--- config.mk ---
export PLATFORM = sky130hd
export DESIGN_NAME = dcp_ctrl
export DESIGN_NICKNAME = d
export VERILOG_FILES = /design/src/rtl/dcp_pkg.sv /design/src/rtl/dcp_edge_sync.sv /design/src/rtl/dcp_pfd.sv /design/src/rtl/dcp_lock_det.sv /design/src/rtl/dcp_pump_gate.sv /design/src/rtl/dcp_ctrl.sv
export SDC_FILE = /design/constraint.sdc
export NUM_CORES = 1
export LEC_CHECK = 0
export BUFFER_PORTS_ARGS = -buffer_cell sky130_fd_sc_hd__buf_2
export CAP_MARGIN = 30
export CORE_UTILIZATION = 49
export CTS_CLUSTER_DIAMETER = 100
export DETAILED_ROUTE_END_ITERATION = 7
export PLACE_DENSITY = 0.81
export SYNTH_ARGS = -nofsm -noshare
export SYNTH_HDL_FRONTEND = slang
export SYNTH_HIERARCHICAL = 1
export SYNTH_SLANG_ARGS = --single-unit
--- constraint.sdc ---
create_clock -name clk -period 2.6 [get_ports clk]
set_input_delay 0.26 -clock clk [delete_from_list [all_inputs] [get_ports clk]]
set_output_delay 0.26 -clock clk [all_outputs]
set_load 0.01 [all_outputs]
--- src/rtl/dcp_pkg.sv ---
package dcp_pkg;
  localparam logic [1:0] MODE_FLOAT_A  = 2'b00;
  localparam logic [1:0] MODE_FLOAT_B  = 2'b01;
  localparam logic [1:0] MODE_UNLOCKED = 2'b10;
  localparam logic [1:0] MODE_ALWAYS   = 2'b11;

  typedef struct packed {
    logic up;
    logic dn;
    logic oe;
  } pump_drive_t;

  function automatic pump_drive_t drive_of(input logic en, input logic up, input logic dn);
    pump_drive_t d;
    d.oe = en;
    d.up = en & up;
    d.dn = en & dn;
    return d;
  endfunction
endpackage

--- src/rtl/dcp_edge_sync.sv ---
module dcp_edge_sync #(
  parameter int STAGES = 2
) (
  input  logic clk,
  input  logic rst,
  input  logic din,
  output logic rise
);
  logic [STAGES-1:0] sync_q;
  logic              last_q;

  always_ff @(posedge clk) begin
    if (rst) begin
      sync_q <= '0;
      last_q <= 1'b0;
    end else begin
      sync_q <= {sync_q[STAGES-2:0], din};
      last_q <= sync_q[STAGES-1];
    end
  end

  assign rise = sync_q[STAGES-1] & ~last_q;

  // a rising edge is a single-cycle event, so pulse widths stay exact
  assert_single_rise_R2: assert property (@(posedge clk) disable iff (rst)
    rise |=> !rise);
endmodule

--- src/rtl/dcp_pfd.sv ---
module dcp_pfd (
  input  logic clk,
  input  logic rst,
  input  logic hold,
  input  logic ref_rise,
  input  logic div_rise,
  output logic up,
  output logic dn
);
  logic up_q, dn_q;
  logic up_set, dn_set, both;

  assign up_set = up_q | ref_rise;
  assign dn_set = dn_q | div_rise;
  assign both   = up_set & dn_set;

  always_ff @(posedge clk) begin
    if (rst || hold) begin
      up_q <= 1'b0;
      dn_q <= 1'b0;
    end else if (both) begin
      up_q <= 1'b0;
      dn_q <= 1'b0;
    end else begin
      up_q <= up_set;
      dn_q <= dn_set;
    end
  end

  assign up = up_q;
  assign dn = dn_q;

  assert_pfd_excl_R4: assert property (@(posedge clk) disable iff (rst)
    !(up_q && dn_q));
  assert_pfd_hold_R9: assert property (@(posedge clk) disable iff (rst)
    hold |=> (!up_q && !dn_q));
endmodule

--- src/rtl/dcp_lock_det.sv ---
module dcp_lock_det #(
  parameter int CNT_W      = 8,
  parameter int LOCK_COUNT = 4
) (
  input  logic             clk,
  input  logic             rst,
  input  logic             clr,
  input  logic             ref_rise,
  input  logic             active,
  input  logic [CNT_W-1:0] thresh,
  output logic             locked
);
  localparam int GOOD_W = $clog2(LOCK_COUNT + 1);
  localparam logic [GOOD_W-1:0] GOOD_LAST = GOOD_W'(LOCK_COUNT - 1);

  logic [CNT_W-1:0]  width_q;
  logic [GOOD_W-1:0] good_q;
  logic              locked_q;
  logic [CNT_W:0]    w_eval;
  logic              bad;

  // width of the period closing now, including this cycle's activity
  assign w_eval = {1'b0, width_q} + {{CNT_W{1'b0}}, active};
  assign bad    = w_eval > {1'b0, thresh};

  always_ff @(posedge clk) begin
    if (rst || clr) begin
      width_q  <= '0;
      good_q   <= '0;
      locked_q <= 1'b0;
    end else if (ref_rise) begin
      width_q <= '0;
      if (bad) begin
        good_q   <= '0;
        locked_q <= 1'b0;
      end else if (good_q >= GOOD_LAST) begin
        good_q   <= GOOD_LAST;
        locked_q <= 1'b1;
      end else begin
        good_q <= good_q + 1'b1;
      end
    end else if (w_eval[CNT_W]) begin
      width_q <= '1;
    end else begin
      width_q <= w_eval[CNT_W-1:0];
    end
  end

  assign locked = locked_q;

  assert_lock_drop_R11: assert property (@(posedge clk) disable iff (rst)
    (ref_rise && bad) |=> !locked_q);
  assert_lock_clear_R9: assert property (@(posedge clk) disable iff (rst)
    clr |=> !locked_q);
  assert_lock_rise_R10: assert property (@(posedge clk) disable iff (rst)
    $rose(locked_q) |-> $past(ref_rise));
endmodule

--- src/rtl/dcp_pump_gate.sv ---
module dcp_pump_gate
  import dcp_pkg::*;
(
  input  logic       clk,
  input  logic       rst,
  input  logic       inhibit,
  input  logic       ref_rise,
  input  logic [1:0] mode,
  input  logic       locked,
  input  logic       up,
  input  logic       dn,
  output logic       main_up,
  output logic       main_dn,
  output logic       main_oe,
  output logic       sub_up,
  output logic       sub_dn,
  output logic       sub_oe
);
  logic [1:0]  mode_act;
  logic [1:0]  en;
  pump_drive_t drv_d [2];
  pump_drive_t drv_q [2];

  always_ff @(posedge clk) begin
    if (rst) mode_act <= MODE_FLOAT_A;
    else if (ref_rise) mode_act <= mode;
  end

  assign en[0] = ~inhibit;
  assign en[1] = ~inhibit & mode_act[1] &
                 ((mode_act == MODE_ALWAYS) | ((mode_act == MODE_UNLOCKED) & ~locked));

  for (genvar g = 0; g < 2; g++) begin : g_pump
    assign drv_d[g] = drive_of(en[g], up, dn);
    always_ff @(posedge clk) begin
      if (rst) drv_q[g] <= '0;
      else     drv_q[g] <= drv_d[g];
    end
  end

  assign main_up = drv_q[0].up;
  assign main_dn = drv_q[0].dn;
  assign main_oe = drv_q[0].oe;
  assign sub_up  = drv_q[1].up;
  assign sub_dn  = drv_q[1].dn;
  assign sub_oe  = drv_q[1].oe;

  assert_mode_hold_R8: assert property (@(posedge clk) disable iff (rst)
    !$past(ref_rise) |-> $stable(mode_act));
  assert_inhibit_float_R9: assert property (@(posedge clk) disable iff (rst)
    inhibit |=> (!main_oe && !sub_oe && !main_up && !main_dn && !sub_up && !sub_dn));
  assert_sub_float_R5: assert property (@(posedge clk) disable iff (rst)
    !sub_oe |-> (!sub_up && !sub_dn));
  assert_sub_follow_R6: assert property (@(posedge clk) disable iff (rst)
    sub_oe |-> (sub_up == main_up && sub_dn == main_dn));
  assert_main_drive_R12: assert property (@(posedge clk) disable iff (rst)
    !inhibit |=> main_oe);
endmodule

--- src/rtl/dcp_ctrl.sv ---
module dcp_ctrl #(
  parameter int SYNC_STAGES = 2,
  parameter int CNT_W       = 8,
  parameter int LOCK_COUNT  = 4
) (
  input  logic             clk,
  input  logic             rst,
  input  logic             ref_in,
  input  logic             div_in,
  input  logic [1:0]       mode,
  input  logic             inhibit,
  input  logic [CNT_W-1:0] lock_thresh,
  output logic             main_up,
  output logic             main_dn,
  output logic             main_oe,
  output logic             sub_up,
  output logic             sub_dn,
  output logic             sub_oe,
  output logic             locked
);
  logic [1:0] pin_in;
  logic [1:0] pin_rise;
  logic       pfd_up, pfd_dn;
  logic       lock_w;

  assign pin_in = {div_in, ref_in};

  for (genvar g = 0; g < 2; g++) begin : g_edge
    dcp_edge_sync #(.STAGES(SYNC_STAGES)) edge_i (
      .clk  (clk),
      .rst  (rst),
      .din  (pin_in[g]),
      .rise (pin_rise[g])
    );
  end

  dcp_pfd pfd_i (
    .clk      (clk),
    .rst      (rst),
    .hold     (inhibit),
    .ref_rise (pin_rise[0]),
    .div_rise (pin_rise[1]),
    .up       (pfd_up),
    .dn       (pfd_dn)
  );

  dcp_lock_det #(.CNT_W(CNT_W), .LOCK_COUNT(LOCK_COUNT)) lock_i (
    .clk      (clk),
    .rst      (rst),
    .clr      (inhibit),
    .ref_rise (pin_rise[0]),
    .active   (pfd_up | pfd_dn),
    .thresh   (lock_thresh),
    .locked   (lock_w)
  );

  dcp_pump_gate gate_i (
    .clk      (clk),
    .rst      (rst),
    .inhibit  (inhibit),
    .ref_rise (pin_rise[0]),
    .mode     (mode),
    .locked   (lock_w),
    .up       (pfd_up),
    .dn       (pfd_dn),
    .main_up  (main_up),
    .main_dn  (main_dn),
    .main_oe  (main_oe),
    .sub_up   (sub_up),
    .sub_dn   (sub_dn),
    .sub_oe   (sub_oe)
  );

  assign locked = lock_w;
endmodule

; ---- Yosys cells after proc, flatten, opt, wreduce, memory -nomap -nowiden
; Memory sizes are Yosys's and may differ from the RTL's.
; Index checks and enable logic that the tools add are counted.
[word_totals]
register_bits = 22
ramBits = 6
input_bits = 15
output_inout_bits = 7
memories = 1
[classes]
add_sub_neg = 2
magnitude_cmp = 2
eq_ne = 2
n_mux = 10
bitwise_logic = 20
n_reduce_logical = 5
[mem_list]
columns = name, words, width, read_ports, rd_ports_with_merged_regs, write_ports, line
row1 = gate_i.drv_q, 2, 3, 2, 0, 2, dcp_pump_gate.sv:22  ; pump_drive_t drv_q [2];
[op_table]
columns = operator, count
row1 = two-way mux 3 bit, 4
row2 = bitwise AND 1 bit, 10
row3 = adder 8 x 1 -> 9 bit, 1
row4 = greater-than comparator 9 x 8 -> 1 bit, 1
row5 = two-way mux 8 bit, 1
row6 = bitwise OR 1 bit, 6
row7 = two-way mux 1 bit, 5
row8 = "== test 2 bit, second input constant", 2
row9 = NOT 1 bit, 4
row10 = OR reduction 2 bit, 2
row11 = "adder 3 x 1 -> 3 bit, second input constant", 1
row12 = ">= comparator 3 x 2 -> 1 bit, second input constant", 1
row13 = AND reduction 2 bit, 1
row14 = nonzero test 2 bit, 1
row15 = logical OR 1 bit, 1

; ---- Logic depth before layout (Yosys ltp)
[depth]
word_depth = 6
depth_mapped = 11
mapped_depth_nobuf = 11

; ---- Hierarchy
; Netlist, hierarchy kept.
[by_module_without_submodules]
columns = mod, instances, cells_each, area_per_inst_um2
row1 = dcp_lock_det, 1, 99, 819.5
row2 = dcp_pump_gate, 1, 19, 252.7
row3 = dcp_edge_sync, 2, 7, 87.6
row4 = dcp_pfd, 1, 6, 65.1
row5 = dcp_ctrl, 1, 1, 6.3

; ---- Least setup slack after synthesis
; OpenSTA, ideal clock, no wires.
[synth_path]
kind = reg2reg
start = reg pfd_i.dn_q (netlist: pfd_i/dn)
end = reg lock_i.locked_q (netlist: lock_i/locked)
setup_ns = 0.088
t_arrival_ns = 2.189
t_required_ns = 2.512
slack_ns = 0.324
stages_incl_launch_ff = 12
path_buffers = 0
period_less_slack_ns = 2.276
path_cell_list = dfxtp_1 > or2_1 > ha_1 > nand4_2 > xnor2_1 > inv_1 > ha_1 > nand3_1 > nor3_1 > a21oi_1 > o31a_1 > nor4_2
[synth_between]
elab_chain_len = 5
elab_cells_between_ends = 6
classes_between = 1 x add/sub / 1 x order compare / 1 x mux / 1 x bitwise / 2 x reduce/logical
[synth_rtl]
columns = item, line
row1 = "start, declared", dcp_pfd.sv:10  ; logic up_q, dn_q;
row2 = "start signal, assigned", dcp_pfd.sv:26  ; dn_q <= dn_set;
row3 = bitwise OR 1 bit *, dcp_ctrl.sv:52  ; .active (pfd_up | pfd_dn),
row4 = adder 8 x 1 -> 9 bit *, dcp_lock_det.sv:23  ; assign w_eval = {1'b0, width_q} + {{CNT_W{1'b0}}, active};
row5 = greater-than comparator 9 x 8 -> 1 bit *, dcp_lock_det.sv:24  ; assign bad = w_eval > {1'b0, thresh};
row6 = nonzero test 2 bit (no source line), n/a
row7 = AND reduction 2 bit (no source line), n/a
row8 = "end signal, assigned", dcp_lock_det.sv:30  ; locked_q <= 1'b0;
row9 = "end signal, assigned", dcp_lock_det.sv:35  ; locked_q <= 1'b0;
row10 = "end signal, assigned", dcp_lock_det.sv:38  ; locked_q <= 1'b1;
row11 = "end, declared", dcp_lock_det.sv:18  ; logic locked_q;
; Mark *: on every way between the ends. The rest lies on a longest branch, timed or not.
; A chain may end at the register's enable or synchronous reset.

; ---- Final worst setup path
; Same ends and word-level chain as after synthesis.

==> results.cfg <==
[logic_synthesis]
ys_ff_latch = 28
synth_fp_nets = 166
synthMuxAreaShare = 0.0152
netlist_area_um2 = 1320
synth_cell_types = 37
synth_edf_count = 0
synth_cells = 139
synth_area_leaders = dfxtp_1 43%, ha_1 11%, nor2_1 5.7%, nor2b_1 3.3%, inv_1 3.1%
async_flop_share = 0
synth_top_family_by_area = simple AND/OR/NAND/NOR gates
synth_top_cell_area_share = 0.425
synth_xor_area_frac = 0.0465
yosys_warnings = 6
synth-main-ff-cell = dfxtp_1
synth_compound_area_frac = 0.0939
syn_area_per_cell_um2 = 9.49
synth_top_area_cell = dfxtp_1
synthAdderAreaFrac = 0.114
yosys.area_share.simple = 0.271
seq_area_frac_synth = 0.425

[power]
power_frac_seq = 0.633
clock_power_share = 0.290
p_leak_nw = 0.741
intPower_mw = 0.546
swShare = 0.214
powerDensity_nw_per_um2 = 445
vdd_drop_max_mv = 0.592
p_sw_mw = 0.148
pwr-share-comb = 0.076

[worst_setup_path]
critPathKind = register to register
crit_chain = or2_1, ha_2, nand4_1, nor2_2, xor2_1, ha_1, nand3_1, nor3_2, a21oi_1, o31a_1, nor4_2
cp-start-kind = register
cp_top_family = simple AND/OR/NAND/NOR gates
slowest_stage = dfxtp_2
cp_max_fo = 4
crit_arrival_ps = 2670
critPathBufInv = 0
critPathMaxStageDelay_ps = 350
critPathCaptureType = register
worstReg2RegStart = pfd_i/dn$_SDFF_PP0_
startpoint = pfd_i/dn$_SDFF_PP0_
cp.required_ps = 2850

[timing]
period_share = 0.930
setup_slack_ps = 182
max_freq_mhz = 414
drv_slew = 0
finClkSkew_ps = 3.18
period_needed_ps = 2420
slew_headroom = 0.717
fin_setup_tns_ps = 0
setup_viol = 0
tightest_slew_ps = 421
hold_violations = 0

[die]
rows = 18
core_um2 = 2500
start_util = 0.528
die-width_um = 53.9
die-area_um2 = 2900
io_pins = 22
die_h_um = 53.9

[place]
port_buffers = 21
gp_congestion = 0.768
place.detailed.hpwl_mm = 1.89
post-place-ws_ps = 116
post_dp_cell_area_um2 = 1460

[routing]
firstDrtPassIters = 4
post_drt_wl_per_cell_um = 12.9
routed_wl_mm = 2.50
drc_errors = 0
drtIter0Drc = 33
vias = 1067
antenna_left = 0
vias_per_cell = 5.53

[final_layout]
antenna_cells = 0
nFillCells = 196
utilization = 0.624
layout-drive-gt1-share = 0.307
finalInstanceArea_um2 = 1560
areaGrowthSynthToFinish_pct = 18.3
layout.nets = 191

[cts]
root_buffer = clkbuf_4
cts_made_buffers = 3
cts_setup_buffers = 0
clk_latency_ps = 320
h-tree-depth = 1
clk_path_buf_depth = 2
cts_tree = built
clk_pin_slew_ps = 130
numClockSinks = 28

[global_routing]
grt_overflow = 0
first_global_vias = 973
grt_max_degree = 16
antenna_found_initial = 0
grt_pass1_wl_mm = 4.21
grtUsageTotal = 0.201

[run]
drv.max_cap_violation_count = 0

[run_status]
status = completed

[hold_path]
min_path_type = input pin to register
hold_start = div_in
[state kept, by name, summed over array words and instances, names as in the netlist]
signal and count:
g_edge.edge_i/last_q 2, g_edge.edge_i/sync_q 4, gate_i/drv_q 6, gate_i/mode_act 2
lock_i/good_q 3, lock_i/locked 1, lock_i/width_q 8, pfd_i/dn 1
pfd_i/up 1
[worst reg2reg max path, stage by stage, from the launching register on]
cell and delay, ps:
dfxtp_2 350, or2_1 260, ha_2 220, nand4_1 150, nor2_2 70, xor2_1 140
ha_1 320, nand3_1 130, nor3_2 120, a21oi_1 90, o31a_1 300, nor4_2 190
[logic make-up after synthesis]
logic type	after synthesis
muxes	2
and+or+nand+nor	61
buffers and inverters	12
AOI/OAI and AO/OA	17
adders and majority gates	12
DFF	28
xor gates and xnor gates	7
[metrics by stage]
step / hold WS (ps) / total power [mW] / instances
CTS: 134 / 0.696 / 193
floorplan: 330 / 0.475 / 139
global route: 122 / 0.724 / 193
finish: 142 / 0.694 / 193
detailed placement: 426 / 0.499 / 189
global placement: 419 / 0.495 / 189
[layout by cell type (no fill, tap or decap), types with 3 or more instances in the layout]
cell and n:
dfxtp_1 26, buf_2 21, nor2_1 17, inv_1 11
ha_1 9, nor2b_1 7, a21oi_1 5, nand2_1 4
xor2_1 4, nand3_1 4, clkbuf_4 3, nor2b_2 3
nor2_2 3, a22o_1 3
[Yosys cell counts (2+ instances only)]
| cell | instances |
|---|---|
| dfxtp_1 | 28 |
| nor2_1 | 20 |
| ha_1 | 12 |
| inv_1 | 11 |
| nor2b_1 | 7 |
| nand3_1 | 6 |
| a21oi_1 | 5 |
| nand2_1 | 4 |
| xor2_1 | 4 |
| a22o_1 | 3 |
| nor2b_2 | 3 |
| nor3_1 | 3 |
| xnor2_1 | 3 |
| and2_2 | 2 |
| and4b_1 | 2 |
| mux2i_1 | 2 |
| nand4_1 | 2 |
| nor4b_1 | 2 |
| or2_1 | 2 |
[per-layer routing]
layer	part of all wire	global-route usage
met5	0	0
met4	0.034	0.0833
met3	0.050	0.0706
met2	0.49	0.325
met1	0.42	0.240
[power groups by stage]
stage / clock network [mW] / registers (mW) / logic [mW]
floorplan: 0 / 0.449 / 0.0265
global placement: 0 / 0.449 / 0.0460
detailed placement: 0 / 0.449 / 0.0497
CTS: 0.207 / 0.440 / 0.0501
global route: 0.224 / 0.441 / 0.0597
finish: 0.202 / 0.440 / 0.0529
[worst paths after layout]
kind / to / slack, ps / cells after the start
max reg2reg: lock_i/locked$_SDFFE_PP0P_ / 180 / 11
min: g_edge[1].edge_i/sync_q[0]$_SDFF_PP0_ / 140 / 2
min reg2reg: g_edge[0].edge_i/sync_q[1]$_SDFF_PP0_ / 460 / 1
max: lock_i/locked$_SDFFE_PP0P_ / 180 / 11
[cell type report]
cell class	instances	area, µm²	share of cell area
Tap cell	30	37.5	0.0241
Clock buffer	4	36.3	0.0233
Sequential cell	28	563	0.361
Timing Repair Buffer	21	105	0.0674
Inverter	11	41.3	0.0265
Multi-Input combinational cell	99	777	0.498
[what timing repair did]
action / in CTS / in global routing
endpoints found under the setup margin: 0 / 4
hold endpoints to repair: 0 / 0
resized for setup: 0 / 14
hold buffers: 0 / 0
No activity file was read; power rests on OpenSTA's default activity.
